**src/rtl/ce_irq_pkg.sv**
```systemverilog
package ce_irq_pkg;
  typedef enum logic [2:0] {
    SEL_EVT_EN = 3'd0,
    SEL_STATUS = 3'd1,
    SEL_ERR_EN = 3'd2,
    SEL_SRC_WM = 3'd3,
    SEL_DST_WM = 3'd4
  } reg_sel_e;

  localparam int ST_W   = 6;
  localparam int EN_W   = 5;
  localparam int ST_CC  = 0;
  localparam int ST_SHI = 1;
  localparam int ST_SLO = 2;
  localparam int ST_DHI = 3;
  localparam int ST_DLO = 4;
  localparam int ST_ERR = 5;
endpackage

```
**src/rtl/ce_rst_sync.sv**
```systemverilog
module ce_rst_sync (
  input  logic clk,
  input  logic rst_n,
  output logic rst_sync_n
);
  logic [1:0] sync_q;

  always_ff @(posedge clk or negedge rst_n) begin
    if (!rst_n) sync_q <= 2'b00;
    else        sync_q <= {sync_q[0], 1'b1};
  end

  assign rst_sync_n = sync_q[1];
endmodule

```
**src/rtl/ce_wm_detect.sv**
```systemverilog
module ce_wm_detect #(
  parameter int OCC_W = 8
) (
  input  logic             clk,
  input  logic             rst_n,
  input  logic [OCC_W-1:0] occ,
  input  logic [OCC_W-1:0] thr_hi,
  input  logic [OCC_W-1:0] thr_lo,
  output logic             hi_evt,
  output logic             lo_evt
);
  logic above_q, below_q;
  logic above_now, below_now;

  always_comb begin
    above_now = (occ > thr_hi);
    below_now = (occ < thr_lo);
    hi_evt    = above_now & ~above_q;
    lo_evt    = below_now & ~below_q;
  end

  always_ff @(posedge clk or negedge rst_n) begin
    if (!rst_n) begin
      above_q <= 1'b0;
      below_q <= 1'b0;
    end else begin
      above_q <= above_now;
      below_q <= below_now;
    end
  end
endmodule

```
**src/rtl/ce_eng_regs.sv**
```systemverilog
module ce_eng_regs
  import ce_irq_pkg::*;
#(
  parameter int OCC_W     = 8,
  parameter int RING_SIZE = 16,
  localparam int REG_W    = 2 * OCC_W
) (
  input  logic             clk,
  input  logic             rst_n,
  input  logic             wr,
  input  logic [2:0]       sel,
  input  logic [REG_W-1:0] wdata,
  input  logic             cc_evt,
  input  logic             err_evt,
  input  logic [OCC_W-1:0] src_occ,
  input  logic [OCC_W-1:0] dst_occ,
  output logic [ST_W-1:0]  status,
  output logic [EN_W-1:0]  evt_en,
  output logic             err_en,
  output logic [REG_W-1:0] src_wm,
  output logic [REG_W-1:0] dst_wm,
  output logic             pend
);
  localparam logic [OCC_W-1:0] HI_RST = OCC_W'(RING_SIZE);

  logic [ST_W-1:0]  st_q, st_d, set_vec, clr_vec;
  logic [EN_W-1:0]  en_q, en_d;
  logic             een_q, een_d;
  logic [REG_W-1:0] swm_q, swm_d, dwm_q, dwm_d;
  logic             s_hi, s_lo, d_hi, d_lo;
  logic             upd;

  ce_wm_detect #(.OCC_W(OCC_W)) u_src_wm (
    .clk(clk), .rst_n(rst_n), .occ(src_occ),
    .thr_hi(swm_q[REG_W-1:OCC_W]), .thr_lo(swm_q[OCC_W-1:0]),
    .hi_evt(s_hi), .lo_evt(s_lo)
  );

  ce_wm_detect #(.OCC_W(OCC_W)) u_dst_wm (
    .clk(clk), .rst_n(rst_n), .occ(dst_occ),
    .thr_hi(dwm_q[REG_W-1:OCC_W]), .thr_lo(dwm_q[OCC_W-1:0]),
    .hi_evt(d_hi), .lo_evt(d_lo)
  );

  always_comb begin
    set_vec         = '0;
    set_vec[ST_CC]  = cc_evt;
    set_vec[ST_SHI] = s_hi;
    set_vec[ST_SLO] = s_lo;
    set_vec[ST_DHI] = d_hi;
    set_vec[ST_DLO] = d_lo;
    set_vec[ST_ERR] = err_evt;
    clr_vec = (wr && sel == SEL_STATUS) ? wdata[ST_W-1:0] : '0;
    st_d    = (st_q & ~clr_vec) | set_vec;
    en_d    = (wr && sel == SEL_EVT_EN) ? wdata[EN_W-1:0] : en_q;
    een_d   = (wr && sel == SEL_ERR_EN) ? wdata[0] : een_q;
    swm_d   = (wr && sel == SEL_SRC_WM) ? wdata : swm_q;
    dwm_d   = (wr && sel == SEL_DST_WM) ? wdata : dwm_q;
    upd     = wr | (|set_vec);
  end

  always_ff @(posedge clk or negedge rst_n) begin
    if (!rst_n) begin
      st_q  <= '0;
      en_q  <= '0;
      een_q <= 1'b0;
      swm_q <= {HI_RST, {OCC_W{1'b0}}};
      dwm_q <= {HI_RST, {OCC_W{1'b0}}};
    end else if (upd) begin
      st_q  <= st_d;
      en_q  <= en_d;
      een_q <= een_d;
      swm_q <= swm_d;
      dwm_q <= dwm_d;
    end
  end

  assign status = st_q;
  assign evt_en = en_q;
  assign err_en = een_q;
  assign src_wm = swm_q;
  assign dst_wm = dwm_q;
  assign pend   = (|(st_q[EN_W-1:0] & en_q)) | (st_q[ST_ERR] & een_q);
endmodule

```
**src/rtl/ce_irq_ctrl.sv**
```systemverilog
module ce_irq_ctrl
  import ce_irq_pkg::*;
#(
  parameter int N_ENG     = 4,
  parameter int OCC_W     = 8,
  parameter int RING_SIZE = 16,
  localparam int ENG_W    = (N_ENG > 1) ? $clog2(N_ENG) : 1,
  localparam int REG_W    = 2 * OCC_W
) (
  input  logic                   clk,
  input  logic                   rst_n,
  input  logic                   reg_wr,
  input  logic [ENG_W-1:0]       reg_eng,
  input  logic [2:0]             reg_sel,
  input  logic [REG_W-1:0]       reg_wdata,
  output logic [REG_W-1:0]       reg_rdata,
  input  logic [N_ENG-1:0]       copy_done,
  input  logic [N_ENG-1:0]       err_evt,
  input  logic [N_ENG*OCC_W-1:0] src_occ,
  input  logic [N_ENG*OCC_W-1:0] dst_occ,
  output logic [N_ENG-1:0]       eng_pend,
  output logic                   irq
);
  logic                  rst_sync_n;
  logic [ST_W-1:0]       st_a   [N_ENG];
  logic [EN_W-1:0]       en_a   [N_ENG];
  logic                  een_a  [N_ENG];
  logic [REG_W-1:0]      swm_a  [N_ENG];
  logic [REG_W-1:0]      dwm_a  [N_ENG];
  logic [N_ENG*ST_W-1:0] st_flat;

  ce_rst_sync u_rst (.clk(clk), .rst_n(rst_n), .rst_sync_n(rst_sync_n));

  for (genvar e = 0; e < N_ENG; e++) begin : g_eng
    ce_eng_regs #(.OCC_W(OCC_W), .RING_SIZE(RING_SIZE)) u_regs (
      .clk     (clk),
      .rst_n   (rst_sync_n),
      .wr      (reg_wr && (reg_eng == ENG_W'(e))),
      .sel     (reg_sel),
      .wdata   (reg_wdata),
      .cc_evt  (copy_done[e]),
      .err_evt (err_evt[e]),
      .src_occ (src_occ[e*OCC_W +: OCC_W]),
      .dst_occ (dst_occ[e*OCC_W +: OCC_W]),
      .status  (st_a[e]),
      .evt_en  (en_a[e]),
      .err_en  (een_a[e]),
      .src_wm  (swm_a[e]),
      .dst_wm  (dwm_a[e]),
      .pend    (eng_pend[e])
    );
    assign st_flat[e*ST_W +: ST_W] = st_a[e];
  end

  always_comb begin
    reg_rdata = '0;
    case (reg_sel)
      SEL_EVT_EN: reg_rdata[EN_W-1:0] = en_a[reg_eng];
      SEL_STATUS: reg_rdata[ST_W-1:0] = st_a[reg_eng];
      SEL_ERR_EN: reg_rdata[0]        = een_a[reg_eng];
      SEL_SRC_WM: reg_rdata           = swm_a[reg_eng];
      SEL_DST_WM: reg_rdata           = dwm_a[reg_eng];
      default:    reg_rdata           = '0;
    endcase
  end

  assign irq = |eng_pend;
endmodule

```
**config.mk**
```make
export PLATFORM = sky130hd
export DESIGN_NAME = ce_irq_ctrl
export DESIGN_NICKNAME = d
export VERILOG_FILES = /design/src/rtl/ce_irq_pkg.sv /design/src/rtl/ce_rst_sync.sv /design/src/rtl/ce_wm_detect.sv /design/src/rtl/ce_eng_regs.sv /design/src/rtl/ce_irq_ctrl.sv
export SDC_FILE = /design/constraint.sdc
export NUM_CORES = 1
export LEC_CHECK = 0
export BUFFER_PORTS_ARGS = -buffer_cell sky130_fd_sc_hd__buf_2
export CORE_UTILIZATION = 25
export DETAILED_ROUTE_END_ITERATION = 7
export PLACE_DENSITY = 0.39
export SYNTH_ARGS = -nofsm -noshare
export SYNTH_HDL_FRONTEND = slang
export SYNTH_SLANG_ARGS = --single-unit
```
**constraint.sdc**
```tcl
create_clock -name clk -period 8.2 [get_ports clk]
set_input_delay 2.05 -clock clk [delete_from_list [all_inputs] [get_ports clk]]
set_output_delay 2.05 -clock clk [all_outputs]
set_load 0.02 [all_outputs]
```
======== Word level (Yosys, flattened, before mapping) ========
Cells that the tools add are included.
word-level totals
  latch bits .............................. 0
  output and inout bits ................... 21
  memory bits (writable) .................. 0
  register bits ........................... 194
  bits in read-only memories .............. 0
  input port bits ......................... 96
  memories ................................ 0
cells by class
  $mul .................................... 0
  multiplexer cells ....................... 23
  add/sub/neg operators ................... 0
  bitwise operators ....................... 61
  equality and inequality tests ........... 7
  order comparisons ....................... 17
  divide/modulo/power cells ............... 0
  reduce and logical (&&, ||, !) cells .... 51
  shift-type cells ........................ 0
operators with widths
  kind                count
  $bmux 16 s2         2
  $gt 8x8->1          8
  $lt 8x8->1          8
  $mux 16             4
  $mux 6              6
  $reduce_and 2->1    16
  $and 6x6->6         4
  $logic_and 1x1->1   24
  $not 6->6           4
  $or 6x6->6          4
  $reduce_or 6->1     4
  $and 1x1->1         20
  $and 5x5->5         4
  $pmux 10 s2         1
  $reduce_or 5->1     4
  $not 1->1           16
  $pmux 4 s4          1
  $bmux 6 s2          1
  $bmux 5 s2          1
  $mux 5              2
  $or 1x1->1          8
  $eq 3x2->1 const B  2
  $pmux 1 s5          1
  $eq 2x2->1 const B  2
  other kinds (11)    12

======== Logic depth before layout (Yosys ltp) ========
Gate-level depths: netlist of run 1.
  depth after elaboration ................. 7
  depth in mapped cells ................... 7
  mapped depth without buffers ............ 7

======== Cells and area by module ========
Synthesis of run 1 repeated with hierarchy kept, for this count alone.
unflattened totals
  cells, all modules ...................... 1025
  area total of the unflattened synthesis .. 12052.8 sq um
by module, submodules not included
  module                                       cells an instance  area each (sq um)  times used
  ce_eng_regs                                  112                1736.7             4
  ce_wm_detect (g_eng[0].u_regs.u_dst_wm ...)  57                 454.2              4
  ce_wm_detect (g_eng[2].u_regs.u_dst_wm ...)  60                 452.9              4
  ce_irq_ctrl                                  106                1423.9             1
  ce_rst_sync                                  3                  53.8               1

======== Worst setup path after synthesis of run 1 ========
No wires, ideal clock.
  path type ............................... input port to output port
  start point ............................. input reg_eng[0]
  end point ............................... output reg_rdata[1]
  path buffers ............................ 2
  cell stages on the path ................. 5
  arrival ................................. 3.288 ns
  setup slack ............................. 2.862 ns
  cell sequence ........................... buf_6 buf_4 mux4_2 a22oi_1 o21ai_0
between the ends
  cells in the longest elaborated chain, start to end .. 5
ends and longest elaborated chain
  what                                                                       line               text
  from (decl)                                                                ce_irq_ctrl.sv:13  input logic [ENG_W-1:0] reg_eng,
  $not 2->3 (implied by the code) (*)                                        n/a
  $bmux 16 s2, or another cell as far along                                  ce_irq_ctrl.sv:62  SEL_DST_WM: reg_rdata = dwm_a[reg_eng];
  $mux 16 (implied by the code), or another cell as far along (2 in series)  ce_irq_ctrl.sv:62
  $pmux 4 s4 (*)                                                             ce_irq_ctrl.sv:57  case (reg_sel)
  to (decl)                                                                  ce_irq_ctrl.sv:16  output logic [REG_W-1:0] reg_rdata,
Every way passes the cells marked *; elsewhere a longest branch is shown, timed or not. The select of a mux whose other input is x is not followed.

======== Final worst setup path of run 1 ========
  start point ............................. input reg_eng[1]
  end point ............................... output reg_rdata[5]
between the ends
  cells in the longest elaborated chain, start to end .. 5
ends and longest elaborated chain
  what                                                                       line
  $not 2->3 (implied by the code) (*)                                        ce_irq_ctrl.sv:59, ce_irq_ctrl.sv:61, ce_irq_ctrl.sv:62
  $bmux 16 s2, or another cell as far along                                  ce_irq_ctrl.sv:62
  $mux 16 (implied by the code), or another cell as far along (2 in series)  ce_irq_ctrl.sv:62
  $pmux 1 s3 (*)                                                             ce_irq_ctrl.sv:57
Marks and branches as above.

==> results of run 1 <==
==> metal layers <==
layer / track usage / part of all wire / vias to the layer above
met2: 0.292 / 0.46 / 228
li1: - / - / 4091
met5: 0 / 0 / -
met4: 0.0380 / 0.012 / 0
met1: 0.272 / 0.49 / 4305
met3: 0.0265 / 0.044 / 25
==> state kept, by name, summed over array words and instances (netlist names) <==
name                           count
g_eng.u_regs.dst_wm               64
g_eng.u_regs.src_wm               64
g_eng.u_regs.status               24
g_eng.u_regs.evt_en               20
g_eng.u_regs.err_en                4
g_eng.u_regs.u_dst_wm.above_q      4
g_eng.u_regs.u_dst_wm.below_q      4
g_eng.u_regs.u_src_wm.above_q      4
g_eng.u_regs.u_src_wm.below_q      4
u_rst.sync_q                       2
==> stage by stage <==
stage                     setup slack (ns)  power (mW)   util  instance area [um^2]  cells
after floorplan                       2.41        1.87      -                 11600   1109
after global placement                2.13        2.21  0.280                 12700   1774
after detailed placement              2.11        2.23  0.280                 12700   1774
after CTS                             2.11        3.10  0.292                 13300   1806
after global routing                  1.91        3.26  0.292                 13300   1806
final                                 2.08        3.07  0.292                 13300   1806
==> cells in the final DEF, fill, tap and decap left out, types with 3 or more instances in the layout <==
master / netlist / routed
a22oi_1: 15 / 15
o21ai_0: 95 / 95
mux2_1: 10 / 10
inv_1: 124 / 124
nor3_1: 8 / 8
a22o_1: 4 / 4
clkinvlp_4: 0 / 4
a21o_1: 20 / 20
o21a_1: 4 / 4
a21oi_1: 42 / 42
nand2_1: 143 / 143
nand2b_1: 5 / 5
buf_4: 5 / 8
nand3_1: 5 / 5
nor2b_1: 9 / 9
o31ai_1: 8 / 8
inv_6: 0 / 3
and3_1: 4 / 4
dfstp_2: 8 / 8
clkbuf_16: 0 / 17
mux2_4: 5 / 5
a2111oi_0: 8 / 8
nand4_1: 17 / 17
a21boi_0: 8 / 8
mux2_2: 53 / 53
nor3b_1: 5 / 5
mux2i_1: 7 / 7
a211o_1: 8 / 8
nor2_1: 45 / 39
ha_1: 120 / 120
o211ai_1: 8 / 8
mux4_2: 44 / 44
dfrtp_1: 186 / 185
nor2_2: 2 / 8
a221o_1: 4 / 4
a32o_1: 10 / 10
buf_2: 18 / 115
==> cell families (layout without fill, tap and decap cells) <==
family,Yosys count,after routing
adders and majority gates,120,120
DFF,194,194
AOI/OAI and AO/OA,237,237
other,1,1
buffers and inverters,183,280
muxes,119,119
and+or+nand+nor,255,255
==> Yosys cell counts, types with 15 or more instances <==
master and n:
a21o_1 20, a21oi_1 42, a22oi_1 15, buf_2 18
clkbuf_1 31, dfrtp_1 186, ha_1 120, inv_1 124
mux2_2 53, mux4_2 44, nand2_1 143, nand4_1 17
nor2_1 45, o21ai_0 95
==> final cells by class <==
class	count	area, um^2	share of cell area
inverter	124	465	0.0349
timing repair buffer	124	656	0.0492
multi-input combinational	732	6000	0.450
sequential	194	4870	0.365
clock inverter	13	150	0.0113
clock buffer	19	433	0.0325
tap	600	751	0.0563
==> final timing paths <==
path,cells past startpoint,end,start
max,7,reg_rdata[5],reg_eng[1]
min,0,g_eng[3].u_regs.src_wm[14]$_DFFE_PN0P_,u_rst.sync_q[1]$_DFF_PN0_
max reg2reg,7,g_eng[3].u_regs.status[1]$_DFFE_PN0P_,g_eng[3].u_regs.src_wm[9]$_DFFE_PN0P_
min reg2reg,0,g_eng[3].u_regs.src_wm[14]$_DFFE_PN0P_,u_rst.sync_q[1]$_DFF_PN0_
max in group asynchronous,1,g_eng[0].u_regs.status[3]$_DFFE_PN0P_,u_rst.sync_q[1]$_DFF_PN0_
min in group clk,0,u_rst.sync_q[1]$_DFF_PN0_,u_rst.sync_q[0]$_DFF_PN0_
==> worst max-delay path: cells and delay by family <==
family	cells	cell delay (ns)
mux	1	0.38
buf+inv	2	1.12
simple gates	2	0.20
compound gates	2	0.29
==> power by group through the flow <==
| stage | sequential, mW | clock (mW) | combinational (mW) |
|---|---|---|---|
| global route | 1.38 | 0.925 | 0.951 |
| floorplan | 1.27 | 0 | 0.600 |
| finish | 1.36 | 0.868 | 0.836 |
| global placement | 1.39 | 0 | 0.820 |
| detailed placement | 1.39 | 0 | 0.840 |
| CTS | 1.37 | 0.887 | 0.846 |
==> results.sh, run 1 <==
export IMPL_run_status="finished clean"
export IMPL_crit_slowest_cell="buf_2"
export IMPL_cts_resized=0
export IMPL_holdWs_ns=0.307
export IMPL_synth_simple_gate_area_frac=0.0986
export IMPL_clockRootBuffer="clkbuf_16"
export IMPL_synth_top_area_frac=0.401
export IMPL_diodes=0
export IMPL_critPathArrivalTime_ns=4.07
export IMPL_finalHoldViolCount=0
export IMPL_hold_class="reg -> async"
export IMPL_ant_nets=0
export IMPL_cp_common_cell="buf_2"
export IMPL_fillCellCount=4745
export IMPL_grt_antenna_before_repair=0
export IMPL_path_max_fanout=51
export IMPL_crit_required_ns=6.15
export IMPL_synth_edff_count=0
export IMPL_rrSetupSlack_ns=5.98
export IMPL_vias=8649
export IMPL_grt_pass1_wl_mm=62.7
export IMPL_synth_distinct_cells=51
export IMPL_drt_iter0_drc=708
export IMPL_synth_adder_area_share=0.129
export IMPL_synth_seq_area_share=0.419
export IMPL_crit_path_end_kind="output port"
export IMPL_area_growth_pct=14.8
export IMPL_cp_cell_sequence="buf_2, mux4_2, nand2_1, nor2_1, a21oi_1, o21ai_0, buf_2"
export IMPL_io_pins=117
export IMPL_hpwlAfterDp_mm=33.9
export IMPL_nets=1409
export IMPL_clk_insertion_delay_late_ns=0.47
export IMPL_htree_levels=4
export IMPL_critPathKind="in -> out"
export IMPL_grt_pass1_vias=8702
export IMPL_path_clk_slew_ns=0.07
export IMPL_cp_slowest_stage_delay_ns=0.89
export IMPL_synth_top_family_by_area="multiplexers"
export IMPL_cts_made_buffers=17
export IMPL_io_buffers=116
export IMPL_totalWireLength_mm=42.7
export IMPL_fin_skew_ns=0.0153
export IMPL_internal_power_mw=1.99
export IMPL_synth_cell_area_mm2=0.0116
export IMPL_p_leak_nw=6.08
export IMPL_clock_sinks=194
export IMPL_swShare=0.351
export IMPL_drc_errors=0
export IMPL_p_per_area_mw_per_mm2=230
export IMPL_worst_pin_slew_ns=1.23
export IMPL_synth_fp_nets=1325
export IMPL_synth_xor_area_share=0
export IMPL_slew_headroom=0.181
export IMPL_post_route_period_util=0.746
export IMPL_synthArstFlopShare=1.00
export IMPL_wl_per_cell_um=23.6
export IMPL_die_w_um=218
export IMPL_synth_top_area_cell="dfrtp_1"
export IMPL_clk_path_buf_depth=2
export IMPL_startpoint_type="input pin"
export IMPL_finalSetupTns_ns=0
export IMPL_hold_buffers=0
export IMPL_fin_crit_ns=6.12
export IMPL_rows=78
export IMPL_tritoncts="built"
export IMPL_avgViaCountPerCell=4.79
export IMPL_power_frac_comb=0.273
export IMPL_grt_max_degree=157
export IMPL_grtUsageTotal=0.187
export IMPL_drv_slew=0
export IMPL_yosysWarnings=0
export IMPL_gp_congestion=0.823
export IMPL_ir_worst_vdd_mv=0.145
export IMPL_fp_dieArea_mm2=0.0473
export IMPL_synth_compound_area_frac=0.128
export IMPL_cap_violations=0
export IMPL_ys_seq_elements=194
export IMPL_fp_coreArea_mm2=0.0456
export IMPL_die_height_um=218
export IMPL_start_util=0.255
export IMPL_grt_ovfl_total=0
export IMPL_p_switching_mw=1.08
export IMPL_rsz0062_at_grt="no"
export IMPL_synth_main_ff_cell="dfrtp_1"
export IMPL_post_cts_setup_buffer_count=0
export IMPL_synth_mux_area_fraction=0.159
export IMPL_setup_viol=0
export IMPL_syn_inst=1109
export IMPL_fmax_ghz=0.163
export IMPL_first_pass_iters=5
export IMPL_layout_drive_gt1_share=0.231
export IMPL_power_frac_seq=0.444
export IMPL_syn_area_per_cell_um2=10.5
export IMPL_synthTopCellsByArea="dfrtp_1 (40%), ha_1 (13%), mux4_2 (8.5%)"
export IMPL_clkPwrFrac=0.283
(Power assumes the default switching activity.)
==> run 2, diff against run 1 <==
--- a/config.mk
+++ b/config.mk
@@ -8,7 +8,7 @@
 export BUFFER_PORTS_ARGS = -buffer_cell sky130_fd_sc_hd__buf_2
 export CORE_UTILIZATION = 25
 export DETAILED_ROUTE_END_ITERATION = 7
-export PLACE_DENSITY = 0.39
+export PLACE_DENSITY = 0.41
 export SYNTH_ARGS = -nofsm -noshare
 export SYNTH_HDL_FRONTEND = slang
 export SYNTH_SLANG_ARGS = --single-unit
==> constraint.sdc (replaced) <==
create_clock -name clk -period 5.03 [get_ports clk]
set_input_delay 1.2575 -clock clk [delete_from_list [all_inputs] [get_ports clk]]
set_output_delay 1.2575 -clock clk [all_outputs]
set_load 0.02 [all_outputs]
==> run 2 against run 1 <==
  * Cell count grew 0.17%
  * Flip-flop and latch count is the same
  * Highest routed layer unchanged
  * Via count grew 2.0%
  * Clock-buffer cell count is the same
==> results.sh, run 2 (same netlist as run 1, synthesis figures left out) <==
export IMPL_place_ws_ns=0.620
export IMPL_hpwlAfterDp_mm=33.8
export IMPL_start_util=0.255
export IMPL_final_core_util=0.293
export IMPL_layout_drive_gt1_share=0.230
export IMPL_grtUsageMet2=0.284
export IMPL_fin_ws_ns=0.646
export IMPL_grtUsageTotal=0.184
export IMPL_final_area_mm2=0.0134
export IMPL_fin_skew_ns=0.00820
export IMPL_use_met3=0.0273
export IMPL_crit_path_end_kind="output port"
export IMPL_p_leak_nw=6.11
export IMPL_first_pass_iters=5
export IMPL_finalSetupTns_ns=0
export IMPL_gp_congestion=0.868
export IMPL_finalPower_mw=5.08
export IMPL_post_route_period_util=0.872
export IMPL_cts_resized=0
export IMPL_critPathKind="in -> out"
export IMPL_fmax_ghz=0.228
export IMPL_hold_class="reg -> reg"
export IMPL_die_w_um=218
export IMPL_fillCellCount=4743
export IMPL_place_area_mm2=0.0128
export IMPL_avgViaCountPerCell=4.88
export IMPL_rows=78
export IMPL_die_height_um=218
export IMPL_grt_pass1_wl_mm=62.2
export IMPL_crit_required_ns=3.77
export IMPL_instances_no_fill=1809
export IMPL_ir_worst_vdd_mv=0.228
export IMPL_final_common_cell="dfrtp_1"
export IMPL_placedCellCount=1777
export IMPL_finalHoldViolCount=0
export IMPL_tritoncts="built"
export IMPL_clock_sinks=194
export IMPL_grt_ovfl_total=0
export IMPL_busiest_layer="met2"
export IMPL_path_clk_slew_ns=0.07
export IMPL_io_pins=117
export IMPL_drv_slew=0
export IMPL_cap_violations=0
export IMPL_slew_headroom=0.338
export IMPL_grt_antenna_before_repair=0
export IMPL_fp_dieArea_mm2=0.0473
export IMPL_startpoint="reg_eng[0]"
export IMPL_startpoint_type="input pin"
export IMPL_mostFrequentLayoutCells="dfrtp_1 (185), nand2_1 (143), inv_1 (124), ha_1 (120), buf_2 (115)"
export IMPL_grt_pass1_vias=8778
export IMPL_p_per_area_mw_per_mm2=380
export IMPL_post_cts_setup_buffer_count=0
export IMPL_fp_coreArea_mm2=0.0456
export IMPL_worst_pin_slew_ns=0.989
export IMPL_drc_errors=0
export IMPL_area_growth_pct=15.2
export IMPL_vias=8826
export IMPL_io_buffers=116
export IMPL_grt_max_degree=93
export IMPL_clk_path_buf_depth=2
export IMPL_hold_start="u_rst.sync_q[0]$_DFF_PN0_"
export IMPL_ant_nets=0
export IMPL_path_max_fanout=49
export IMPL_htree_levels=4
export IMPL_nets=1412
export IMPL_met1_usage=0.269
export IMPL_setup_viol=0
export IMPL_drt_iter0_drc=673
export IMPL_totalWireLength_mm=42.2
export IMPL_cts_made_buffers=17
export IMPL_hold_buffers=0
export IMPL_wl_per_cell_um=23.3
export IMPL_diodes=0
export IMPL_r2r_start="g_eng[3].u_regs.src_wm[9]$_DFFE_PN0P_"
export IMPL_run_status="finished clean"
export IMPL_holdWs_ns=0.355
export IMPL_critPathArrivalTime_ns=3.13
export IMPL_fin_crit_ns=4.38
export IMPL_clockRootBuffer="clkbuf_16"
export IMPL_rsz0062_at_grt="no"
export IMPL_clk_insertion_delay_late_ns=0.46
==> run 2: cell count changes in the layout (fill, tap and decap cells not counted), sizes merged <==
cell    delta
inv        -2
bufinv     +2
buf        +3
==> run 2: final cells by class <==
class / instances / area [um^2] / area share
multi-input cells: 732 / 5990 / 0.448
flip-flops and latches: 194 / 4870 / 0.364
clock buffers: 19 / 433 / 0.0324
well taps: 600 / 751 / 0.0561
inverters: 124 / 465 / 0.0348
repair buffers: 127 / 678 / 0.0507
clock inverters: 13 / 183 / 0.0137
==> run 2: where the power goes <==
part	internal (mW)	switching, mW	total (mW)
Sequential	1.89	0.344	2.24
Combinational	0.615	0.745	1.36
Clock	0.833	0.648	1.48
Total	3.34	1.74	5.08
==> run 2: worst max-delay path, stage by stage <==
cell and delay, ns:
buf_4 0.62, mux4_2 0.61, nand2_1 0.08, nor2_1 0.05, a21oi_1 0.10, o21ai_0 0.14
buf_2 0.20
==> run 2: path summary, 6_finish.rpt <==
| check | slack [ns] | depth (start not counted) | endpoint |
|---|---|---|---|
| min | 0.35 | 0 | u_rst.sync_q[1]$_DFF_PN0_ |
| min in group asynchronous | 0.44 | 0 | g_eng[3].u_regs.src_wm[13]$_DFFE_PN0P_ |
| max reg2reg | 2.87 | 7 | g_eng[3].u_regs.status[1]$_DFFE_PN0P_ |
| max | 0.65 | 7 | reg_rdata[5] |
| min reg2reg | 0.35 | 0 | u_rst.sync_q[1]$_DFF_PN0_ |
| max in group asynchronous | 3.50 | 1 | g_eng[0].u_regs.u_dst_wm.below_q$_DFF_PN0_ |
==> run 2: metal layers <==
metal / share of wire / vias to the layer above / wire length [um]
met5: 0 / - / 0
met4: 0.016 / 0 / 667
met3: 0.045 / 29 / 1910
met2: 0.45 / 238 / 18800
met1: 0.49 / 4476 / 20800
li1: - / 4083 / -
==> run 3, diff against run 2 <==
--- a/config.mk
+++ b/config.mk
@@ -9,6 +9,7 @@
 export CORE_UTILIZATION = 25
 export DETAILED_ROUTE_END_ITERATION = 7
 export PLACE_DENSITY = 0.41
+export RECOVER_POWER = 50
 export SYNTH_ARGS = -nofsm -noshare
 export SYNTH_HDL_FRONTEND = slang
 export SYNTH_SLANG_ARGS = --single-unit
==> constraint.sdc (replaced) <==
create_clock -name clk -period 3.5 [get_ports clk]
set_input_delay 0.875 -clock clk [delete_from_list [all_inputs] [get_ports clk]]
set_output_delay 0.875 -clock clk [all_outputs]
set_load 0.02 [all_outputs]
==> run 3 against run 2 <==
  * Highest routed layer unchanged
  * Sequential power rose by 43%
  * Register-to-register slack worse by 2.2 ns
  * Global-route usage rose by 0.055 points
  * The flow now finishes with violations (capacitance limit, slew limit)
  * Largest power group unchanged
  * Design area up 0.73%
  * Flip-flop and latch count is the same
  * Wire length increased by 0.91%
  * Via count is 0.39% lower
  * Hold slack got worse by 0.16 ns
  * Cell count up 0.83%
==> results.sh, run 3 (same netlist as run 1, synthesis figures left out) <==
export IMPL_run_status="finished with violations"
export IMPL_violations="capacitance limit, slew limit"
export IMPL_startpoint_type="input pin"
export IMPL_cp_cell_sequence="buf_4, buf_12, mux4_2, a32o_1, buf_2"
export IMPL_crit_required_ns=2.62
export IMPL_instances_no_fill=1824
export IMPL_final_common_cell="dfrtp_1"
export IMPL_hold_buffers=0
export IMPL_worst_pin_slew_ns=2.60
export IMPL_p_leak_nw=6.18
export IMPL_post_route_period_util=0.969
export IMPL_rows=78
export IMPL_first_pass_iters=5
export IMPL_cap_violations=1
export IMPL_crit_path_end_kind="output port"
export IMPL_clock_sinks=194
export IMPL_vias=8792
export IMPL_nets=1426
export IMPL_place_ws_ns=0.0970
export IMPL_fin_ws_ns=0.109
export IMPL_use_met3=0.0372
export IMPL_post_cts_setup_buffer_count=0
export IMPL_fp_coreArea_mm2=0.0456
export IMPL_layout_drive_gt1_share=0.234
export IMPL_crit_slowest_cell="mux4_2"
export IMPL_placedCellCount=1791
export IMPL_ir_worst_vdd_mv=0.286
export IMPL_drv_slew=60
export IMPL_final_area_mm2=0.0135
export IMPL_finalPower_mw=7.24
export IMPL_io_buffers=116
export IMPL_wl_per_cell_um=23.4
export IMPL_grt_ovfl_total=0
export IMPL_grt_pass1_vias=8771
export IMPL_path_max_fanout=22
export IMPL_drt_iter0_drc=701
export IMPL_fillCellCount=4709
export IMPL_die_w_um=218
export IMPL_totalWireLength_mm=42.6
export IMPL_avgViaCountPerCell=4.82
export IMPL_area_growth_pct=16.0
export IMPL_fp_dieArea_mm2=0.0473
export IMPL_p_per_area_mw_per_mm2=538
export IMPL_grtUsageMet2=0.282
export IMPL_place_area_mm2=0.0129
export IMPL_die_height_um=218
export IMPL_grt_pass1_wl_mm=61.9
export IMPL_grtUsageTotal=0.185
export IMPL_slew_headroom=-0.735
export IMPL_critPathArrivalTime_ns=2.52
export IMPL_tritoncts="built"
export IMPL_hold_class="in -> async"
export IMPL_grt_antenna_before_repair=1
export IMPL_clockRootBuffer="clkbuf_16"
export IMPL_busiest_layer="met2"
export IMPL_path_clk_slew_ns=0.07
export IMPL_gp_congestion=0.857
export IMPL_critPathKind="in -> out"
export IMPL_clk_path_buf_depth=2
export IMPL_fin_skew_ns=0.00811
export IMPL_mostFrequentLayoutCells="dfrtp_1 (186), nand2_1 (143), inv_1 (124), ha_1 (120), buf_2 (108)"
export IMPL_htree_levels=4
export IMPL_grt_max_degree=69
export IMPL_fmax_ghz=0.295
export IMPL_fin_crit_ns=3.39
export IMPL_hpwlAfterDp_mm=34.6
export IMPL_setup_viol=0
export IMPL_finalSetupTns_ns=0
export IMPL_cts_resized=0
export IMPL_cts_made_buffers=17
export IMPL_ant_nets=0
export IMPL_start_util=0.255
export IMPL_cp_slowest_stage_delay_ns=0.53
export IMPL_finalHoldViolCount=0
export IMPL_io_pins=117
export IMPL_drc_errors=0
export IMPL_met1_usage=0.266
export IMPL_clk_insertion_delay_late_ns=0.46
export IMPL_rsz0062_at_grt="no"
==> run 3: changes by cell type in the layout (fill, tap and decap cells not counted), moves of 2 or more <==
cell	before	now
buf_2	115	108
bufinv_16	4	2
clkbuf_1	2	7
inv_8	0	2
inv_6	2	4
buf_12	1	3
clkinvlp_4	4	2
buf_4	11	21
==> run 3: metrics by stage <==
stage	hold WS, ns	util
floorplan	0.331	-
finish	0.193	0.296
global route	0.165	0.296
CTS	0.168	0.296
detailed placement	0.339	0.283
global placement	0.335	0.283
==> run 3: worst paths after layout <==
| path | startpoint | endpoint | slack [ns] | depth (start not counted) |
|---|---|---|---|---|
| min in group clk | u_rst.sync_q[0]$_DFF_PN0_ | u_rst.sync_q[1]$_DFF_PN0_ | 0.35 | 0 |
| worst max register to register | u_rst.sync_q[1]$_DFF_PN0_ | g_eng[1].u_regs.evt_en[2]$_DFFE_PN0P_ | 0.71 | 1 |
| worst min-delay path | rst_n | u_rst.sync_q[0]$_DFF_PN0_ | 0.19 | 1 |
| worst max-delay path | reg_eng[0] | reg_rdata[8] | 0.11 | 5 |
| worst min register to register | u_rst.sync_q[0]$_DFF_PN0_ | u_rst.sync_q[1]$_DFF_PN0_ | 0.35 | 0 |
| max in group asynchronous | u_rst.sync_q[1]$_DFF_PN0_ | g_eng[1].u_regs.evt_en[2]$_DFFE_PN0P_ | 0.71 | 1 |
==> run 3: final cells by class <==
type                            instances  area, um^2  share of cell area
Multi-Input combinational cell        732        5990               0.445
Timing Repair Buffer                  141         801              0.0595
Inverter                              124         465              0.0346
Clock buffer                           18         439              0.0326
Tap cell                              600         751              0.0557
Sequential cell                       194        4860               0.361
Clock inverter                         14         153              0.0113
Antenna cell                            1        2.50            0.000186
==> run 3: power breakdown <==
group          internal (mW)  total (mW)  switching [mW]  leakage (nW)
registers               2.72        3.21           0.491          2.23
logic                  0.898        1.99            1.09          3.66
clock network           1.09        2.04           0.958         0.291
total                   4.70        7.24            2.54          6.18
==> run 3: worst max-delay path: cells and delay by family <==
family	cells	cell delay [ns]
mux	1	0.53
buf+inv	3	0.76
compound gates	1	0.33
==> run 3: routing by layer <==
metal	vias up	routed length (um)
li1	4123	-
met1	4407	21000
met2	235	19000
met3	27	2020
met4	0	656
met5	-	0
